--- config.mk ---
export PLATFORM = sky130hd
export DESIGN_NAME = stream_prefetch
export DESIGN_NICKNAME = d
export VERILOG_FILES = /design/src/rtl/stream_pf_pkg.sv /design/src/rtl/sp_first_set.sv /design/src/rtl/sp_miss_history.sv /design/src/rtl/sp_lru_rank.sv /design/src/rtl/stream_prefetch.sv
export SDC_FILE = /design/constraint.sdc
export NUM_CORES = 2
export LEC_CHECK = 0
export BUFFER_PORTS_ARGS = -buffer_cell sky130_fd_sc_hd__buf_2
export CORE_MARGIN = 2
export CORE_UTILIZATION = 30
export CTS_CLUSTER_SIZE = 30
export DETAILED_ROUTE_END_ITERATION = 8
export GPL_ROUTABILITY_DRIVEN = 1
export HOLD_SLACK_MARGIN = 0.12
export SLEW_MARGIN = 20
export SYNTH_ARGS = -nofsm -noshare
export SYNTH_HDL_FRONTEND = slang
export SYNTH_SLANG_ARGS = --single-unit
--- constraint.sdc ---
create_clock -name clk -period 16.5 [get_ports clk]
set_input_delay 3.3 -clock clk [delete_from_list [all_inputs] [get_ports clk]]
set_output_delay 3.3 -clock clk [all_outputs]
set_load 0.1 [all_outputs]
--- src/rtl/stream_pf_pkg.sv ---
package stream_pf_pkg;

  // Life of one buffer entry
  typedef enum logic [1:0] {
    SLOT_EMPTY = 2'd0,  // no address
    SLOT_WANT  = 2'd1,  // address known, request not yet sent
    SLOT_PEND  = 2'd2,  // request sent, data outstanding
    SLOT_READY = 2'd3   // data present
  } slot_st_e;

  typedef enum logic {
    FSM_IDLE = 1'b0,
    FSM_WAIT = 1'b1
  } fsm_e;

endpackage

--- src/rtl/sp_first_set.sv ---
module sp_first_set #(
  parameter  int N  = 8,
  localparam int IW = (N > 1) ? $clog2(N) : 1
) (
  input  logic [N-1:0]  req,
  output logic          any,
  output logic [IW-1:0] idx
);

  always_comb begin
    any = |req;
    idx = '0;
    for (int i = N - 1; i >= 0; i--) begin
      if (req[i]) idx = IW'(i);
    end
  end

endmodule

--- src/rtl/sp_miss_history.sv ---
module sp_miss_history #(
  parameter int AW    = 26,
  parameter int DEPTH = 4
) (
  input  logic          clk,
  input  logic          rst,
  input  logic          push,
  input  logic [AW-1:0] push_addr,
  input  logic [AW-1:0] probe_addr,
  output logic          probe_hit
);

  logic [AW-1:0]    addr_q [DEPTH];
  logic [DEPTH-1:0] vld_q;
  logic [DEPTH-1:0] hit_vec;

  always_ff @(posedge clk) begin
    if (rst) begin
      vld_q <= '0;
    end else if (push) begin
      addr_q[0] <= push_addr;
      for (int i = 1; i < DEPTH; i++) addr_q[i] <= addr_q[i-1];
      vld_q <= {vld_q[DEPTH-2:0], 1'b1};
    end
  end

  for (genvar i = 0; i < DEPTH; i++) begin : g_cmp
    assign hit_vec[i] = vld_q[i] && (addr_q[i] == probe_addr);
  end

  assign probe_hit = |hit_vec;

endmodule

--- src/rtl/sp_lru_rank.sv ---
module sp_lru_rank #(
  parameter  int NBUF = 8,
  localparam int BW   = $clog2(NBUF)
) (
  input  logic          clk,
  input  logic          rst,
  input  logic          touch,
  input  logic [BW-1:0] touch_idx,
  output logic [BW-1:0] victim
);

  // rank 0 = most recent, NBUF-1 = least recent
  logic [BW-1:0] rank_q [NBUF];

  always_ff @(posedge clk) begin
    if (rst) begin
      for (int i = 0; i < NBUF; i++) rank_q[i] <= BW'(i);
    end else if (touch) begin
      for (int i = 0; i < NBUF; i++) begin
        if (BW'(i) == touch_idx)              rank_q[i] <= '0;
        else if (rank_q[i] < rank_q[touch_idx]) rank_q[i] <= rank_q[i] + 1'b1;
      end
    end
  end

  always_comb begin
    victim = '0;
    for (int i = 0; i < NBUF; i++) begin
      if (rank_q[i] == BW'(NBUF - 1)) victim = BW'(i);
    end
  end

endmodule

--- src/rtl/stream_prefetch.sv ---
module stream_prefetch
  import stream_pf_pkg::*;
#(
  parameter  int AW    = 26,
  parameter  int DW    = 64,
  parameter  int NBUF  = 8,
  parameter  int DEPTH = 2,
  parameter  int HIST  = 4,
  parameter  int GW    = 2,
  localparam int BW    = $clog2(NBUF),
  localparam int SW    = (DEPTH > 1) ? $clog2(DEPTH) : 1,
  localparam int TW    = GW + BW + SW
) (
  input  logic          clk,
  input  logic          rst,
  input  logic          miss_valid,
  input  logic [AW-1:0] miss_addr,
  output logic          miss_ready,
  output logic          resp_valid,
  output logic          resp_hit,
  output logic [DW-1:0] resp_data,
  output logic          mem_req_valid,
  output logic [AW-1:0] mem_req_addr,
  output logic [TW-1:0] mem_req_tag,
  input  logic          mem_fill_valid,
  input  logic [TW-1:0] mem_fill_tag,
  input  logic [DW-1:0] mem_fill_data
);

  localparam int NSLOT = NBUF * DEPTH;
  localparam int FW    = $clog2(NSLOT);

  // Entry storage, flattened as buffer*DEPTH + slot
  slot_st_e      slot_st   [NSLOT];
  logic [AW-1:0] slot_addr [NSLOT];
  logic [DW-1:0] data_mem  [NSLOT];
  logic [SW-1:0] head_q    [NBUF];
  logic [GW-1:0] gen_q     [NBUF];
  fsm_e          fsm_q;
  logic [BW-1:0] wait_buf_q;

  function automatic logic [FW-1:0] flat(input logic [BW-1:0] b, input logic [SW-1:0] s);
    return FW'(b) * FW'(DEPTH) + FW'(s);
  endfunction

  // Head comparison, one comparator per buffer
  logic [NBUF-1:0] head_match;
  logic            hit_any;
  logic [BW-1:0]   hit_buf;

  for (genvar b = 0; b < NBUF; b++) begin : g_head
    logic [FW-1:0] hf;
    assign hf            = flat(BW'(b), head_q[b]);
    assign head_match[b] = (slot_st[hf] != SLOT_EMPTY) && (slot_addr[hf] == miss_addr);
  end

  sp_first_set #(.N(NBUF)) u_hit_pick (
    .req (head_match),
    .any (hit_any),
    .idx (hit_buf)
  );

  // Request issue: lowest-numbered entry waiting to be sent
  logic [NSLOT-1:0] want;
  logic             pick_any;
  logic [FW-1:0]    pick_idx;
  logic [BW-1:0]    pick_buf;
  logic [SW-1:0]    pick_slot;

  for (genvar f = 0; f < NSLOT; f++) begin : g_want
    assign want[f] = (slot_st[f] == SLOT_WANT);
  end

  sp_first_set #(.N(NSLOT)) u_issue_pick (
    .req (want),
    .any (pick_any),
    .idx (pick_idx)
  );

  assign pick_buf  = BW'(int'(pick_idx) / DEPTH);
  assign pick_slot = SW'(int'(pick_idx) % DEPTH);

  // Miss history and LRU order
  logic          accept, do_serve, do_stall, do_miss, do_alloc, hist_hit;
  logic [AW-1:0] prev_addr;
  logic [BW-1:0] victim, lru_idx;

  assign prev_addr = miss_addr - AW'(1);

  sp_miss_history #(.AW(AW), .DEPTH(HIST)) u_hist (
    .clk        (clk),
    .rst        (rst),
    .push       (do_miss),
    .push_addr  (miss_addr),
    .probe_addr (prev_addr),
    .probe_hit  (hist_hit)
  );

  sp_lru_rank #(.NBUF(NBUF)) u_lru (
    .clk       (clk),
    .rst       (rst),
    .touch     (do_serve | do_alloc),
    .touch_idx (lru_idx),
    .victim    (victim)
  );

  // Service decode
  logic [BW-1:0] svc_buf;
  logic [FW-1:0] svc_slot;
  logic [SW-1:0] svc_head_nxt;
  logic          svc_ready;

  assign miss_ready   = (fsm_q == FSM_IDLE);
  assign accept       = miss_valid && miss_ready;
  assign svc_buf      = (fsm_q == FSM_WAIT) ? wait_buf_q : hit_buf;
  assign svc_slot     = flat(svc_buf, head_q[svc_buf]);
  assign svc_ready    = (slot_st[svc_slot] == SLOT_READY);
  assign svc_head_nxt = (head_q[svc_buf] == SW'(DEPTH - 1)) ? '0 : head_q[svc_buf] + 1'b1;
  assign do_serve     = svc_ready && ((accept && hit_any) || (fsm_q == FSM_WAIT));
  assign do_stall     = accept && hit_any && !svc_ready;
  assign do_miss      = accept && !hit_any;
  assign do_alloc     = do_miss && hist_hit;
  assign lru_idx      = do_alloc ? victim : svc_buf;

  // Fill decode
  logic [GW-1:0] f_gen;
  logic [BW-1:0] f_buf;
  logic [SW-1:0] f_slot;
  logic [FW-1:0] f_flat;
  logic          fill_ok;

  assign f_gen   = mem_fill_tag[TW-1 -: GW];
  assign f_buf   = mem_fill_tag[SW +: BW];
  assign f_slot  = mem_fill_tag[SW-1:0];
  assign f_flat  = flat(f_buf, f_slot);
  assign fill_ok = mem_fill_valid && (f_gen == gen_q[f_buf]) && (slot_st[f_flat] == SLOT_PEND);

  // Control state; later statements take precedence
  always_ff @(posedge clk) begin
    if (rst) begin
      for (int f = 0; f < NSLOT; f++) slot_st[f] <= SLOT_EMPTY;
      for (int b = 0; b < NBUF; b++) begin
        head_q[b] <= '0;
        gen_q[b]  <= '0;
      end
      fsm_q         <= FSM_IDLE;
      wait_buf_q    <= '0;
      resp_valid    <= 1'b0;
      resp_hit      <= 1'b0;
      mem_req_valid <= 1'b0;
      mem_req_addr  <= '0;
      mem_req_tag   <= '0;
    end else begin
      resp_valid    <= 1'b0;
      mem_req_valid <= 1'b0;
      if (pick_any) begin
        slot_st[pick_idx] <= SLOT_PEND;
        mem_req_valid     <= 1'b1;
        mem_req_addr      <= slot_addr[pick_idx];
        mem_req_tag       <= {gen_q[pick_buf], pick_buf, pick_slot};
      end
      if (fill_ok) slot_st[f_flat] <= SLOT_READY;
      if (do_serve) begin
        slot_st[svc_slot]   <= SLOT_WANT;
        slot_addr[svc_slot] <= slot_addr[svc_slot] + AW'(DEPTH);
        head_q[svc_buf]     <= svc_head_nxt;
        resp_valid          <= 1'b1;
        resp_hit            <= 1'b1;
        fsm_q               <= FSM_IDLE;
      end
      if (do_stall) begin
        fsm_q      <= FSM_WAIT;
        wait_buf_q <= hit_buf;
      end
      if (do_miss) begin
        resp_valid <= 1'b1;
        resp_hit   <= 1'b0;
      end
      if (do_alloc) begin
        for (int s = 0; s < DEPTH; s++) begin
          slot_st[flat(victim, SW'(s))]   <= SLOT_WANT;
          slot_addr[flat(victim, SW'(s))] <= miss_addr + AW'(s + 1);
        end
        head_q[victim] <= '0;
        gen_q[victim]  <= gen_q[victim] + 1'b1;
      end
    end
  end

  // Data array: one write port (fills), one synchronous read port
  always_ff @(posedge clk) begin
    if (fill_ok) data_mem[f_flat] <= mem_fill_data;
  end

  always_ff @(posedge clk) begin
    resp_data <= data_mem[svc_slot];
  end

endmodule

== Yosys cells after proc, flatten, opt, wreduce, memory -nomap -nowiden ==
Memory sizes are Yosys's and may differ from the RTL's. A register that Yosys moved wholly into a read port is not among the register bits.
Cells that the tools add are included.
Word-level totals
  logic and storage cells: 325
  memories kept: 7
  register bits after elaboration: 17
  bits of input ports: 100
  RAM bits: 1624
Memory list
  data_mem: words 16, bits a word 64, read ports 1, clocked after Yosys merged registers in 1, wr ports 1, RTL line stream_prefetch.sv:36  | logic [DW-1:0] data_mem [NSLOT];
  slot_addr: words 16, bits a word 26, read ports 10, clocked after Yosys merged registers in 1, wr ports 2, RTL line stream_prefetch.sv:35  | logic [AW-1:0] slot_addr [NSLOT];
  u_hist.addr_q: words 4, bits a word 26, read ports 4, clocked after Yosys merged registers in 0, wr ports 4, RTL line sp_miss_history.sv:13  | logic [AW-1:0] addr_q [DEPTH];
  slot_st: words 16, bits a word 2, read ports 26, clocked after Yosys merged registers in 0, wr ports 16, RTL line stream_prefetch.sv:34  | slot_st_e slot_st [NSLOT];
  u_lru.rank_q: words 8, bits a word 3, read ports 9, clocked after Yosys merged registers in 0, wr ports 8, RTL line sp_lru_rank.sv:13  | logic [BW-1:0] rank_q [NBUF];
  gen_q: words 8, bits a word 2, read ports 3, clocked after Yosys merged registers in 1, wr ports 8, RTL line stream_prefetch.sv:38  | logic [GW-1:0] gen_q [NBUF];
  1 more memories
Operators by class
  bitwise logic cells: 18
  order comparisons: 8
  add/sub/neg operators: 24
  equal/unequal tests: 45
  reductions and logical operators: 46
  mux-type cells: 170
Operators by type and width (number)
  equality test 26 bit: 12
  2-to-1 mux 1 bit: 106
  2-to-1 mux 3 bit: 33
  2-to-1 mux 4 bit: 22
  adder 26 x 2 -> 26 bit (second input constant): 2
  equality test 2 x 1 -> 1 bit (second input constant): 16
  adder 26 x 1 -> 26 bit (second input constant): 1
  2-to-1 mux 26 bit: 1
  OR reduction 26 bit: 1
  subtractor 26 x 1 -> 26 bit (second input constant): 1
  adder 3 x 1 -> 3 bit (second input constant): 8
  < comparator 3 bit: 8
  equality test 3 bit (second input constant): 7
  logical AND 1 bit: 20
  nonzero test 2 bit: 9
  bitwise OR 1 bit: 17
  2-to-1 mux 2 bit: 8
  OR reduction 16 bit: 1
  OR reduction 2 bit: 7
  equality test 3 bit (first input constant): 4
  adder 3 x 1 -> 4 bit (first input constant): 2
  adder 4 x 1 -> 4 bit: 2
  adder 4 x 1 -> 4 bit (first input constant): 2
  OR reduction 8 bit: 1
  16 further kinds: 20

== Logic depth before layout (Yosys ltp) ==
An unclocked memory read counts as a cell.
  depth after elaboration: 25
  gate-level depth with buffers: 26

== Modules after synthesis ==
Synthesis repeated with hierarchy kept, for this count alone.
Second synthesis, totals
  cells, all modules: 6882
  area, all modules: 82819.4 um^2
Modules (own cells, without submodules)
  stream_prefetch: cells an instance 6361, sequential area each 46664.8 um^2, times used 1, area an instance 75931.6 um^2
  sp_miss_history: cells an instance 262, sequential area each 3203.1 um^2, times used 1, area an instance 4440.5 um^2
  sp_lru_rank: cells an instance 212, sequential area each 720.7 um^2, times used 1, area an instance 2189.6 um^2
  sp_first_set at u_issue_pick: cells an instance 34, sequential area each 0.0 um^2, times used 1, area an instance 176.4 um^2
  sp_first_set at u_hit_pick: cells an instance 13, sequential area each 0.0 um^2, times used 1, area an instance 81.3 um^2

== Worst setup path before layout ==
OpenSTA, ideal clock, no wires.
  kind: input to register
  from: input port miss_addr[13]
  to: memory slot_addr[8][0], enable pin
  data required time: 16091 ps
  slack: 4013 ps
  data arrival time: 12078 ps
  stages: 14
  path buffers: 3
  cell sequence: buf_2 -> buf_1 -> xnor2_1 -> nor2_1 -> nand3_1 -> nor4_1 -> nor4b_1 -> nand4_1 -> nor2_1 -> nand2_1 -> nand2_1 -> clkbuf_1 -> a21oi_1 -> nor2_1
RTL lines
  from (decl): RTL line stream_prefetch.sv:17  | input logic [AW-1:0] miss_addr,
  to (decl): RTL line stream_prefetch.sv:35

==> metrics.txt <==
Die Y=between 500 and 600 um; Post-layout nets=between 7,000 and 8,000; worst-path fanout max=between 60 and 70; PnR Total Power=around 9.5 mW; Comb power frac=5.2%; Die ar.=0.283 mm^2; clock root buffer=clkbuf_16; P_leak=32.3 nW; final max-slew violation count=0; Worst Slack Setup Final=around 5300 ps; dpl cell area=0.0888 mm^2; Die W=~530 um; register area share after synthesis=between 60% and 70%; Crit Path Class=in -> reg; largest net degree at the start of global routing=about 190; H-tree Lvls=4; crit path DAT=between 10,000 and 15,000 ps; drt via density=about 5.7; Starting Density=30.2%; worst path required time=between 15,000 and 20,000 ps; Design Area, Final=0.0949 mm^2; post-layout util=between 30% and 40%; switch share=between 20% and 30%; Ports=200; worst-margin pin slew=~1200 ps; Worst setup EP type=register; Slew Limit Headroom=approximately 17%; CTS tree=yes; clk sink count=~1,700; Synth cell types=100; first-pass GRT wire length=430,000 um; WHS=472 ps; row count=193; GRT overflow=0; drt drc=0; DP Worst Slack=around 4400 ps; Setup TNS=0 ps; Worst Skew=104 ps; post-synthesis cell area=around 0.084 mm^2; core area=~0.28 mm^2; Int Pwr=roughly 7.3 mW; final hold vios=0; Tmin final=11,200 ps; Peak Freq=roughly 89 MHz; Initial DRC Count=8,168; Async SR Flop Fraction=0%; Area Growth Syn to Fin=13.3%; cts repair resizes=0; vias in the first global route=58,600; Routed Antenna Nets=0; Final setup viols=0; non-filler cells, final=10,800; final period utilization=67.9%; CP max-delay cell=nor4b_4; clock share of power=44.1%; CTS Buffer Depth=4; worst path cell trace=buf_2, buf_4, xnor2_1, nor4_1, nand4_1, nor4_2, nor4b_1, buf_4, a22o_1, a21oi_1, a32o_4, buf_4, mux2i_1, o32ai_1, a211oi_4, nor4b_4, nand4_1, xnor2_2, nand2_1, a21boi_1; Post-synth top flop=edfxtp_1; Hold Buf Count CTS=0; synthesized area per cell=about 12 um^2; Port Buf Inserts=~200; Clk Latency, worst-skew pair=around 880 ps; setup repair after global routing missed its margin=false; layout cells sized above 1=between 10% and 20%; startpoint types=input pin; register bit total from synthesis=1,731; Worst VDD drop=~0.089 mV; register share of total power=a little over 50%; NetSw=2.16 mW; average wire per standard cell=around 28 um; Pre-Repair DR Iteration Count=6; fill count=between 20,000 and 30,000; CP dominant cell by count=buf_4; cts bufs inserted=190; hold crit path type=reg -> reg; Vias=around 61,000; final wirelength=roughly 300,000 um; Max Cap Viol=0; initial antenna violation count=40; Cells after Synth=~6,900; routability congestion estimate=about 1.0; Yosys Warn Count=0; Final HPWL DP=185,000 um; GRT Resource Usage Total=20.6%; syn nets=7,030; Reg clk slew, reported paths=~60 ps; Worst path max stage delay=1080 ps; post-placement cell count=roughly 10,000; EDFF count, synth=roughly 1,600; status=complete, no violations; pwr dens=~100 mW/mm^2; Post-CTS Setup Repair Bufs=0
routing by layer:
metal  vias up  track usage (%)  wire (um)
met5         -                0        288
met4        46             10.3      18000
met3       922             5.61      34900
met2      3722             31.5     133000
met1     30800             26.9     119000
li1      26000                -          -
synth_stat cells, types with 89 or more instances:
library cell	number	area, um^2
edfxtp_1	1592	47800
nand3_1	89	445
xnor2_1	237	2080
a211oi_1	139	1040
dfxtp_1	139	2780
o21ai_0	148	741
a31oi_1	156	976
xor2_1	113	990
a21oi_1	304	1520
a311oi_1	167	1460
mux2i_1	343	3430
and3_1	308	1930
nand2_1	1428	5360
nor2_1	317	1190
mux4_2	130	2930
clkbuf_1	388	1460
kinds of logic (layout without fill, tap and decap cells):
group | Yosys count | count (layout) | share of synthesized area, %
flip-flops | 1731 | 1731 | 60.4
adder cells (fa/ha/maj) | 33 | 33 | 0.478
other | 0 | 11 | 0
AND/OR/NAND/NOR | 2508 | 2508 | 13.6
buffers and inverters | 550 | 727 | 2.66
multiplexers | 496 | 496 | 8.00
AO/OA/AOI/OAI | 1166 | 1166 | 9.33
XOR/XNOR | 418 | 418 | 5.49
power by group through the flow:
| stage | logic, mW | clock network [mW] | registers, mW |
|---|---|---|---|
| final | 0.492 | 4.19 | 4.81 |
| after detailed placement | 0.479 | 0 | 4.91 |
| after floorplan | 0.262 | 0 | 4.94 |
| after global routing | 0.511 | 4.42 | 4.81 |
| after CTS | 0.481 | 4.25 | 4.81 |
| after global placement | 0.472 | 0 | 4.91 |
layout by cell type (no fill, tap or decap), types with 89 or more instances in the layout:
| cell | synthesis | routed |
|---|---|---|
| clkbuf_16 | 0 | 192 |
| nor2_1 | 317 | 300 |
| a31oi_1 | 156 | 156 |
| xor2_1 | 113 | 113 |
| a211oi_1 | 139 | 139 |
| o21ai_0 | 148 | 145 |
| and3_1 | 308 | 306 |
| nand3_1 | 89 | 89 |
| edfxtp_1 | 1592 | 1592 |
| nand2_1 | 1428 | 1428 |
| buf_4 | 7 | 144 |
| dfxtp_1 | 139 | 139 |
| mux4_2 | 130 | 130 |
| a21oi_1 | 304 | 303 |
| buf_2 | 62 | 198 |
| a311oi_1 | 167 | 167 |
| xnor2_1 | 237 | 237 |
| mux2i_1 | 343 | 341 |
final cells by class:
cell class | count | area (um^2) | share of cell area (%)
diodes | 11 | 27.5 | 0.0290
clock buffers | 241 | 5100 | 5.37
clock inverters | 101 | 907 | 0.956
inverters | 38 | 143 | 0.150
multi-input cells | 4621 | 31300 | 33.0
flip-flops and latches | 1731 | 50600 | 53.3
well taps | 3705 | 4640 | 4.89
repair buffers | 347 | 2160 | 2.28
flip-flops by register name, summed over array words and instances (netlist names), 8 cells and up:
register / count
data_mem: 1024
gen_q: 16
head_q: 8
mem_req_addr: 26
resp_data: 64
slot_addr: 416
slot_st: 32
u_hist.addr_q: 104
u_lru.rank_q: 24
worst max-delay path, delay by kind of cell:
| family | cells | cell delay (ps) |
|---|---|---|
| compound gates | 6 | 2780 |
| xor+xnor | 2 | 570 |
| buf+inv | 4 | 1760 |
| simple gates | 7 | 3030 |
| mux | 1 | 260 |
final timing paths:
path,slack (ps),cells past startpoint,to,start
min reg2reg,470,0,u_hist.addr_q[2][5]$_DFFE_PP_,u_hist.addr_q[1][5]$_DFFE_PP_
min,470,0,u_hist.addr_q[2][5]$_DFFE_PP_,u_hist.addr_q[1][5]$_DFFE_PP_
max reg2reg,6560,20,slot_addr[12][17]$_DFFE_PP_,head_q[1]$_SDFFCE_PN0P_
max,5300,20,slot_addr[12][17]$_DFFE_PP_,miss_addr[0]
Power figures use the tool's default switching activity.
